## src/rtl/gpt_pkg.sv

```systemverilog
package gpt_pkg;
  typedef enum logic [1:0] {
    GPT_IDLE = 2'b00,
    GPT_WAVE = 2'b01,
    GPT_CAPT = 2'b10,
    GPT_EVNT = 2'b11
  } gpt_mode_e;
endpackage

```

## src/rtl/gpt_insync.sv

```systemverilog
module gpt_insync #(
  parameter int STAGES = 2
) (
  input  logic clk,
  input  logic rst,
  input  logic d_i,
  output logic rise_o,
  output logic fall_o
);
  logic [STAGES-1:0] sync_q;
  logic              prev_q;

  always_ff @(posedge clk) begin
    if (rst) begin
      sync_q <= '0;
      prev_q <= 1'b0;
    end else begin
      sync_q <= {sync_q[STAGES-2:0], d_i};
      prev_q <= sync_q[STAGES-1];
    end
  end

  assign rise_o = sync_q[STAGES-1] & ~prev_q;
  assign fall_o = ~sync_q[STAGES-1] & prev_q;
endmodule

```

## src/rtl/gpt_counter.sv

```systemverilog
module gpt_counter
  import gpt_pkg::*;
#(
  parameter int CNT_W = 32
) (
  input  logic             clk,
  input  logic             rst,
  input  logic             en_i,
  input  logic [1:0]       mode_i,
  input  logic [CNT_W-1:0] period_i,
  input  logic [CNT_W-1:0] width_i,
  input  logic             rise_i,
  input  logic             fall_i,
  output logic [CNT_W-1:0] count_o,
  output logic [CNT_W-1:0] cap_period_o,
  output logic [CNT_W-1:0] cap_width_o,
  output logic             err_o,
  output logic             irq_o,
  output logic             pin_out,
  output logic             pin_oe
);
  localparam logic [CNT_W-1:0] ONE = CNT_W'(1);
  localparam logic [CNT_W-1:0] MAX = {CNT_W{1'b1}};

  logic [CNT_W-1:0] last_val;
  logic             armed_q;

  assign last_val = period_i - ONE;

  always_ff @(posedge clk) begin
    if (rst) begin
      count_o      <= '0;
      cap_period_o <= '0;
      cap_width_o  <= '0;
      err_o        <= 1'b0;
      irq_o        <= 1'b0;
      pin_out      <= 1'b0;
      pin_oe       <= 1'b0;
      armed_q      <= 1'b0;
    end else if (!en_i) begin
      count_o <= '0;
      err_o   <= 1'b0;
      irq_o   <= 1'b0;
      pin_out <= 1'b0;
      pin_oe  <= 1'b0;
      armed_q <= 1'b0;
    end else begin
      pin_oe  <= (mode_i == GPT_WAVE);
      pin_out <= 1'b0;
      irq_o   <= 1'b0;
      case (mode_i)
        GPT_WAVE: begin
          pin_out <= (count_o < width_i);
          if (count_o >= last_val) begin
            count_o <= '0;
            irq_o   <= 1'b1;
          end else begin
            count_o <= count_o + ONE;
          end
        end
        GPT_CAPT: begin
          if (rise_i) begin
            count_o <= ONE;
            armed_q <= 1'b1;
            if (armed_q) begin
              cap_period_o <= count_o;
              irq_o        <= 1'b1;
            end
          end else begin
            if (fall_i && armed_q) cap_width_o <= count_o;
            if (count_o == MAX) begin
              count_o <= '0;
              err_o   <= 1'b1;
              irq_o   <= 1'b1;
            end else begin
              count_o <= count_o + ONE;
            end
          end
        end
        GPT_EVNT: begin
          if (rise_i) begin
            if (count_o >= last_val) begin
              count_o <= '0;
              irq_o   <= 1'b1;
            end else begin
              count_o <= count_o + ONE;
            end
          end
        end
        default: count_o <= '0;
      endcase
    end
  end
endmodule

```

## src/rtl/gp_timer_chan.sv

```systemverilog
module gp_timer_chan #(
  parameter int CNT_W       = 32,
  parameter int SYNC_STAGES = 2
) (
  input  logic             clk,
  input  logic             rst,
  input  logic             en_i,
  input  logic [1:0]       mode_i,
  input  logic [CNT_W-1:0] period_i,
  input  logic [CNT_W-1:0] width_i,
  output logic [CNT_W-1:0] count_o,
  output logic [CNT_W-1:0] cap_period_o,
  output logic [CNT_W-1:0] cap_width_o,
  output logic             err_o,
  output logic             irq_o,
  input  logic             pin_in,
  output logic             pin_out,
  output logic             pin_oe
);
  logic pin_rise, pin_fall;

  gpt_insync #(.STAGES(SYNC_STAGES)) u_sync (
    .clk    (clk),
    .rst    (rst),
    .d_i    (pin_in),
    .rise_o (pin_rise),
    .fall_o (pin_fall)
  );

  gpt_counter #(.CNT_W(CNT_W)) u_core (
    .clk          (clk),
    .rst          (rst),
    .en_i         (en_i),
    .mode_i       (mode_i),
    .period_i     (period_i),
    .width_i      (width_i),
    .rise_i       (pin_rise),
    .fall_i       (pin_fall),
    .count_o      (count_o),
    .cap_period_o (cap_period_o),
    .cap_width_o  (cap_width_o),
    .err_o        (err_o),
    .irq_o        (irq_o),
    .pin_out      (pin_out),
    .pin_oe       (pin_oe)
  );
endmodule

```

## config.mk

```make
export PLATFORM = sky130hd
export DESIGN_NAME = gp_timer_chan
export DESIGN_NICKNAME = d
export VERILOG_FILES = /design/src/rtl/gpt_pkg.sv /design/src/rtl/gpt_insync.sv /design/src/rtl/gpt_counter.sv /design/src/rtl/gp_timer_chan.sv
export SDC_FILE = /design/constraint.sdc
export NUM_CORES = 1
export LEC_CHECK = 0
export BUFFER_PORTS_ARGS = -buffer_cell sky130_fd_sc_hd__buf_4
export CORE_ASPECT_RATIO = 0.5
export CORE_MARGIN = 2
export CORE_UTILIZATION = 54
export DETAILED_ROUTE_END_ITERATION = 7
export PLACE_DENSITY = 0.82
export SYNTH_ARGS = -nofsm -noshare
export SYNTH_HDL_FRONTEND = slang
export SYNTH_SLANG_ARGS = --single-unit
export TNS_END_PERCENT = 1
```

## constraint.sdc

```tcl
create_clock -name clk -period 5.55 [get_ports clk]
set_input_delay 0.2775 -clock clk [delete_from_list [all_inputs] [get_ports clk]]
set_output_delay 0.2775 -clock clk [all_outputs]
set_load 0.02 [all_outputs]
```

-- Word-level counts from Yosys, hierarchy flattened
Index checks and enable logic that the tools add are counted.
- register bits: 104
- input port bits: 70
- output and inout port bits: 100
- word-level logic and storage cells: 44
- $add $sub $neg: 2
- order comparisons: 2
- equality and inequality tests: 5
- mux-type cells: 11
- bitwise operators: 7
- reduce and logical (&&, ||, !) cells: 7
- operator list (operator ; number):
    $mux 32 ; 4
    $pmux 32 s3 ; 1
    $add 32x1->32 const B ; 1
    $eq 32x32->1 const B ; 1
    $ge 32x32->1 ; 1
    $lt 32x32->1 ; 1
    $sub 32x1->32 const B ; 1
    $reduce_and 4->1 ; 2
    $mux 1 ; 5
    $not 1->1 ; 5
    $eq 2x2->1 const B ; 2
    $pmux 1 s3 ; 1
    $reduce_and 3->1 ; 1
    $reduce_or 3->1 ; 1
    $and 1x1->1 ; 2
    $eq 2x1->1 const B ; 1
    $ne 2x2->1 const B ; 1
    $reduce_and 2->1 ; 1
    $reduce_or 2->1 ; 1
    $logic_and 1x1->1 ; 1

-- Depth between registers and ports, before layout
Gate-level depths: netlist of run 1.
- depth after elaboration: 5
- depth in mapped cells: 18
- depth with buffers taken out: 16

-- Modules after synthesis
From an unflattened synthesis of run 1, not the netlist that was laid out.
- cells, all modules: 752
- area, all modules: 5941.9 µm²
- modules (own cells, without submodules) (module ; instances ; cells an instance ; area an instance (µm²) ; sequential area each (µm²)):
    gpt_counter ; 1 ; 744 ; 5850.6 ; 2021.9
    gpt_insync ; 1 ; 8 ; 91.3 ; 60.1

-- Worst setup path after synthesis of run 1
No wires, ideal clock.
- kind: input port to flip-flop
- start point: input period_i[9]
- end point: register u_core.count_o[31]
- arrival time: 4.512 ns
- data required time: 5.476 ns
- setup slack: 0.964 ns
- stages on the path: 16
- path buffers: 1
- cells stage by stage: or4_4 -> or3_4 -> or4_1 -> buf_2 -> nor4_1 -> nand2_1 -> nor4_1 -> xnor2_1 -> ha_1 -> a21oi_1 -> nand2_1 -> a221o_1 -> a211o_1 -> o31ai_1 -> or4b_2 -> o21ai_0
- longest elaborated chain between the ends: 5
- RTL lines (element ; RTL line ; RTL):
    start: declaration ; gp_timer_chan.sv:9 ; input logic [CNT_W-1:0] period_i,
    $sub 32x1->32 * ; gpt_counter.sv:28 ; assign last_val = period_i - ONE;
    $ge 32x32->1 * ; gpt_counter.sv:54, gpt_counter.sv:82 ;
    $mux 32 * ; gpt_counter.sv:54, gpt_counter.sv:82 ;
    $mux 32 ; gpt_counter.sv:81 ; if (rise_i) begin
    $pmux 32 s3 * ; gpt_counter.sv:51 ; case (mode_i)
    end signal: assignment ; gpt_counter.sv:58 ; count_o <= count_o + ONE;
    end signal: assignment ; gpt_counter.sv:76 ; count_o <= count_o + ONE;
    end signal: assignment ; gpt_counter.sv:86 ; count_o <= count_o + ONE;
    end: declaration ; gpt_counter.sv:14 ; output logic [CNT_W-1:0] count_o,
Every way passes the cells marked *; elsewhere a longest branch is shown, timed or not. The select of a mux whose other input is x is not followed.
A chain may end at the register's enable or synchronous reset.

-- Final worst setup path of run 1
- start point: input period_i[9]
- end point: register u_core.count_o[26]
Same word-level chain as after synthesis.

==> results of run 1 <==
stage by stage:
step                      std cells  total power, mW  hold WS [ns]  instance area (um2)  setup WS (ns)
after floorplan                 843           0.8510        0.3612                 6319         0.9636
after global placement         1130           0.9188        0.4190                 7670         0.5693
after detailed placement       1130           0.9245        0.4441                 7670         0.3396
after CTS                      1145            1.548        0.1634                 7964         0.6785
after global routing           1145            1.594        0.1707                 7964         0.2560
final                          1145            1.548        0.1649                 7964         0.5514
layout by cell type (no fill, tap or decap), types with 6 or more instances in the layout:
cell / synthesis / routed
a21o_1: 6 / 6
a21oi_1: 114 / 114
buf_4: 0 / 176
clkbuf_16: 0 / 9
dfxtp_1: 104 / 104
ha_1: 65 / 65
inv_1: 37 / 37
nand2_1: 195 / 195
nand3_1: 20 / 20
nand4_1: 23 / 23
nor2_1: 33 / 33
nor2b_1: 10 / 9
nor3_1: 15 / 14
nor4_1: 10 / 10
o21ai_0: 27 / 27
o22ai_1: 20 / 20
or3_1: 23 / 23
xnor2_1: 19 / 19
xor2_1: 11 / 11
metal layers:
layer  global-route usage  vias up  routed length, um  part of all wire
li1                     -     3232                  -                 -
met1               0.3806     3134               8314              0.45
met2               0.4921      276               8484              0.46
met3              0.05073       23               1365             0.074
met4              0.08073        0                218             0.012
met5                    0        -                  0                 0
critical path, stage by stage:
cell,delay [ns]
buf_4,0.11
or4_4,0.54
or3_4,0.36
or4_1,0.57
nor4_1,0.51
nand2_1,0.13
nor4_1,0.30
xnor2_1,0.19
ha_1,0.29
a21oi_1,0.16
nand2_1,0.07
a221o_1,0.35
a211o_1,0.36
nor3_1,0.55
nor2_1,0.13
buf_4,0.23
o21ai_0,0.16
state kept, by name, summed over array words and instances (netlist names):
name and flops:
u_core.count_o 32, u_sync.prev_q 1, u_core.cap_width_o 32, u_core.cap_period_o 32
u_sync.sync_q 2, u_core.pin_oe 1, u_core.armed_q 1, u_core.pin_out 1
u_core.err_o 1, u_core.irq_o 1
report_power, final:
part           internal [mW]  total (mW)  switching, mW
Combinational         0.0720       0.160         0.0883
Sequential             0.748       0.750        0.00222
Clock                  0.351       0.638          0.287
Total                   1.17        1.55          0.378
path summary, 6_finish.rpt:
kind                      startpoint            endpoint  slack, ns  depth (start not counted)
setup reg to reg  u_core.count_o[23]  u_core.count_o[26]       2.56                          9
hold reg to reg     u_sync.sync_q[0]    u_sync.sync_q[1]       0.45                          1
hold / removal                pin_in    u_sync.sync_q[0]       0.16                          2
setup / recovery         period_i[9]  u_core.count_o[26]       0.55                         17
area by class of cell:
cell class              instances  area (um2)  area share
clock inverters                 6       68.82    0.008641
clock buffers                   9       225.2     0.02828
repair buffers                176        1321      0.1659
inverters                      37       138.9     0.01744
well taps                     159       198.9     0.02498
multi-input cells             654        3929      0.4933
flip-flops and latches        104        2082      0.2614
logic make-up (layout without fill, tap and decap cells):
group,Yosys count,after routing
buffers and inverters,85,228
xor gates and xnor gates,30,30
AOI/OAI and AO/OA,190,190
and+or+nand+nor,369,369
adders and majority gates,65,65
DFF,104,104
==> flow_metrics.env, run 1 <==
export IMPL_outcome="finished, final reports clean"
export IMPL_synth_seq_cells=104
export IMPL_min_path_type="in2reg"
export IMPL_grt_ovfl_total=0
export IMPL_start_kind="input port"
export IMPL_end_kind="flop"
export IMPL_io_buffers=169
export IMPL_synth_area_per_cell_um2=7.495
export IMPL_dieWidth_um=157.0
export IMPL_vias=6665
export IMPL_vdd_drop_max_mv=0.1503
export IMPL_insertion_delay_ns=0.35
export IMPL_grt_usage=0.2896
export IMPL_io_pins=170
export IMPL_p_leak_nw=3.344
export IMPL_relSlewSlack=0.1684
export IMPL_drive_above_1_share=0.2079
export IMPL_tightest_slew_ns=1.247
export IMPL_muxShareOfSynthArea=0
export IMPL_synthArstFlopShare=0
export IMPL_skew_ns=0.006537
export IMPL_synthAdderAreaFrac=0.1287
export IMPL_synth_edff_count=0
export IMPL_synth_top_area_cell="dfxtp_1"
export IMPL_fin_crit_ns=4.999
export IMPL_max_freq_ghz=0.2001
export IMPL_yosysWarnings=0
export IMPL_wl_per_cell_um=16.05
export IMPL_drc=0
export IMPL_synth_area_top_cells="dfxtp_1 (33%), ha_1 (13%), nand2_1 (12%)"
export IMPL_place_congestion=0.8927
export IMPL_die_h_um=80.49
export IMPL_drtPass1Iterations=5
export IMPL_vias_per_cell=5.821
export IMPL_cts_hold_buf=0
export IMPL_nNetsFinal=1117
export IMPL_synth_flop_cell="dfxtp_1"
export IMPL_cts_sinks=104
export IMPL_drt_iter0_drc=563
export IMPL_path_class="in2reg"
export IMPL_htreeDepth=3
export IMPL_start_util=0.5651
export IMPL_grt_max_degree=70
export IMPL_clockBufferDepth=2
export IMPL_yosysMostFrequentCell="nand2_1"
export IMPL_hold_viol=0
export IMPL_synth_simple_area_share=0.2820
export IMPL_synth_top_family_by_area="simple AND/OR/NAND/NOR gates"
export IMPL_cts_resized=0
export IMPL_cts_tree="yes"
export IMPL_yosysSeqAreaShare=0.3295
export IMPL_dieArea_um2=12630
export IMPL_crit_path_max_fanout=14
export IMPL_cts_made_buffers=9
export IMPL_min_period_over_period=0.9007
export IMPL_utilization=0.7122
export IMPL_synth_commonest_cells="nand2_1 (195), a21oi_1 (114), dfxtp_1 (104)"
export IMPL_max_cap_violations=0
export IMPL_place_hpwl_um=13500
export IMPL_syn_nets=978
export IMPL_cts_root_buffer="clkbuf_16"
export IMPL_rows=27
export IMPL_core_area_um2=11180
export IMPL_tns_ns=0
export IMPL_power_density_nw_per_um2=194.4
export IMPL_synth_distinct_cells=48
export IMPL_synth_xor_area_frac=0.04158
export IMPL_antenna_found_initial=0
export IMPL_worstPathArrival_ns=5.28
export IMPL_syn_area_um2=6319
export IMPL_rsz0062_at_grt="no"
export IMPL_drv_slew=0
export IMPL_synth_compound_area_frac=0.1675
export IMPL_drt_antenna_violating_nets=0
export IMPL_path_clk_slew_ns=0.07
export IMPL_fillers=916
export IMPL_drt_wl_total_um=18380
export IMPL_crit_required_ns=5.83
export IMPL_post_cts_buffers=0
export IMPL_first_global_vias=6129
export IMPL_setup_violations=0
export IMPL_netlist_instances=843
export IMPL_yosysTopAreaCellShare=0.3295
export IMPL_diodes=0
export IMPL_grt_pass1_wl_um=29270
export IMPL_syn2layout_area_growth_pct=26.04
Power figures use the tool's default switching activity.
==> inputs of run 2 (changes only) <==
--- a/config.mk
+++ b/config.mk
@@ -5,12 +5,12 @@
 export SDC_FILE = /design/constraint.sdc
 export NUM_CORES = 1
 export LEC_CHECK = 0
-export BUFFER_PORTS_ARGS = -buffer_cell sky130_fd_sc_hd__buf_4
 export CORE_ASPECT_RATIO = 0.5
 export CORE_MARGIN = 2
-export CORE_UTILIZATION = 54
+export CORE_UTILIZATION = 60
 export DETAILED_ROUTE_END_ITERATION = 7
-export PLACE_DENSITY = 0.82
+export DONT_BUFFER_PORTS = 1
+export PLACE_DENSITY = 0.76
 export SYNTH_ARGS = -nofsm -noshare
 export SYNTH_HDL_FRONTEND = slang
 export SYNTH_SLANG_ARGS = --single-unit
==> constraint.sdc (replaced) <==
create_clock -name clk -period 5.55 [get_ports clk]
set_input_delay 0.2775 -clock clk [delete_from_list [all_inputs] [get_ports clk]]
set_output_delay 0.2775 -clock clk [all_outputs]
set_load 0.05 [all_outputs]
==> run 2 against run 1 <==
- routed wire length is 3.3% lower
- clock-buffer cell count is the same
- fmax is 5.1% higher
- hold slack worse by 0.10 ns
- sequential cell count stayed put
- utilization fell by 5.1 points
- largest cell class unchanged
- combinational power fell by 30%
- first-iteration DRC count rose by 13%
==> flow_metrics.env, run 2 (synthesis gave the netlist of run 1 again) <==
export IMPL_crit_path_max_fanout=18
export IMPL_dieWidth_um=149.1
export IMPL_cts_made_buffers=9
export IMPL_worstPathCellList="or4_4, or3_4, or4_1, nor4_1, nand2_1, nor4_1, xnor2_1, ha_1, nand4_1, nor4_1, nand2_1, a31oi_1, nor3_1, nor2_1, buf_4, o32ai_1"
export IMPL_rsz0062_at_grt="no"
export IMPL_diodes=0
export IMPL_grt_ovfl_total=0
export IMPL_outcome="finished, final reports clean"
export IMPL_grt_usage=0.3155
export IMPL_worstPathArrival_ns=4.95
export IMPL_vias=5978
export IMPL_crit_required_ns=5.75
export IMPL_tns_ns=0
export IMPL_end_kind="flop"
export IMPL_setup_violations=0
export IMPL_grt_pass1_wl_um=28680
export IMPL_relSlewSlack=0.1691
export IMPL_cts_root_buffer="clkbuf_16"
export IMPL_power_density_nw_per_um2=218.2
export IMPL_min_path_type="in2reg"
export IMPL_vdd_drop_max_mv=0.1564
export IMPL_antenna_found_initial=0
export IMPL_die_h_um=76.57
export IMPL_start_util=0.6186
export IMPL_dieArea_um2=11420
export IMPL_worst_slack_ns=0.7946
export IMPL_nNetsFinal=958
export IMPL_max_cap_violations=0
export IMPL_path_clk_slew_ns=0.07
export IMPL_pre_cts_slack_ns=0.5107
export IMPL_cp_slowest_cell="or4_1"
export IMPL_skew_ns=0.007324
export IMPL_drv_slew=0
export IMPL_core_area_um2=10210
export IMPL_cts_resized=0
export IMPL_clockBufferDepth=2
export IMPL_insertion_delay_ns=0.35
export IMPL_place_hpwl_um=12600
export IMPL_placed_cells=950
export IMPL_syn2layout_area_growth_pct=6.911
export IMPL_cts_tree="yes"
export IMPL_cp_common_cell="nor4_1"
export IMPL_first_global_vias=5535
export IMPL_fin_crit_ns=4.755
export IMPL_tightest_slew_ns=1.246
export IMPL_layoutNonFillerInstCount=967
export IMPL_vias_per_cell=6.182
export IMPL_io_pins=170
export IMPL_rows=26
export IMPL_cts_sinks=104
export IMPL_drc=0
export IMPL_start_kind="input port"
export IMPL_biggestRegsByFlops="u_core.cap_period_o (32), u_core.cap_width_o (32), u_core.count_o (32)"
export IMPL_cp_slowest_stage_delay_ns=0.58
export IMPL_drive_above_1_share=0.05441
export IMPL_layout_cells_most_common_list="nand2_1 (195), a21oi_1 (114), dfxtp_1 (104)"
export IMPL_htreeDepth=3
export IMPL_critPathBufInv=1
export IMPL_critPathTopFamily="simple AND/OR/NAND/NOR gates"
export IMPL_p_leak_nw=2.518
export IMPL_fillers=883
export IMPL_drt_iter0_drc=636
export IMPL_utilization=0.6613
export IMPL_drt_wl_total_um=17780
export IMPL_min_period_over_period=0.8568
export IMPL_drtPass1Iterations=5
export IMPL_place_congestion=0.8754
export IMPL_max_freq_ghz=0.2103
export IMPL_io_buffers=0
export IMPL_hold_viol=0
export IMPL_wl_per_cell_um=18.38
export IMPL_mostFrequentLayoutCell="nand2_1"
export IMPL_grt_max_degree=61
export IMPL_drt_antenna_violating_nets=0
export IMPL_path_class="in2reg"
==> run 2: changes by cell type in the layout (fill, tap and decap cells not counted), sizes merged <==
cell | previous run | this run
dlygate4sd3 | 0 | 1
buf | 176 | 16
clkinvlp | 1 | 2
bufinv | 1 | 0
==> run 2: metrics by stage <==
step	cell area [um2]	total power, mW	hold slack (ns)
floorplan	6319	0.8533	0.3612
global placement	6437	0.8656	0.3519
detailed placement	6437	0.8690	0.3530
CTS	6755	1.475	0.05719
global route	6755	1.524	0.07056
finish	6755	1.474	0.06418
==> run 2: layout make-up <==
| cell class | instances | area, um2 | share of cell area |
|---|---|---|---|
| clock buffer | 9 | 225.2 | 0.03334 |
| inverter | 37 | 138.9 | 0.02056 |
| clock inverter | 6 | 55.05 | 0.008150 |
| timing repair buffer | 17 | 150.1 | 0.02223 |
| sequential | 104 | 2082 | 0.3082 |
| tap | 140 | 175.2 | 0.02593 |
| multi-input combinational | 654 | 3929 | 0.5816 |
==> run 2: where the power goes <==
part / leakage (nW) / switching [mW] / internal (mW)
Clock: 0.132 / 0.299 / 0.310
Sequential: 0.838 / 0.00520 / 0.747
Combinational: 1.55 / 0.0699 / 0.0423
Total: 2.52 / 0.375 / 1.10
==> run 2: repair_timing <==
action,in CTS,in global routing
hold endpoints to repair,60,0
setup buffers,0,0
hold buffers,2,0
endpoints found under the setup margin,0,0
==> run 2: final timing paths <==
path,cells past startpoint,slack (ns),to,start
setup reg to reg,9,2.03,u_core.count_o[17],u_core.count_o[23]
setup / recovery,16,0.79,u_core.count_o[8],period_i[9]
hold / removal,1,0.06,u_sync.sync_q[0],pin_in
hold reg to reg,1,0.45,u_sync.sync_q[1],u_sync.sync_q[0]
==> run 2: routing by layer <==
| metal | vias up | routed length, um | GRT usage |
|---|---|---|---|
| met5 | - | 0 | 0 |
| met4 | 0 | 251 | 0.07619 |
| met3 | 26 | 1745 | 0.08802 |
| met2 | 279 | 7696 | 0.4788 |
| met1 | 2750 | 8081 | 0.4445 |
| li1 | 2923 | - | - |
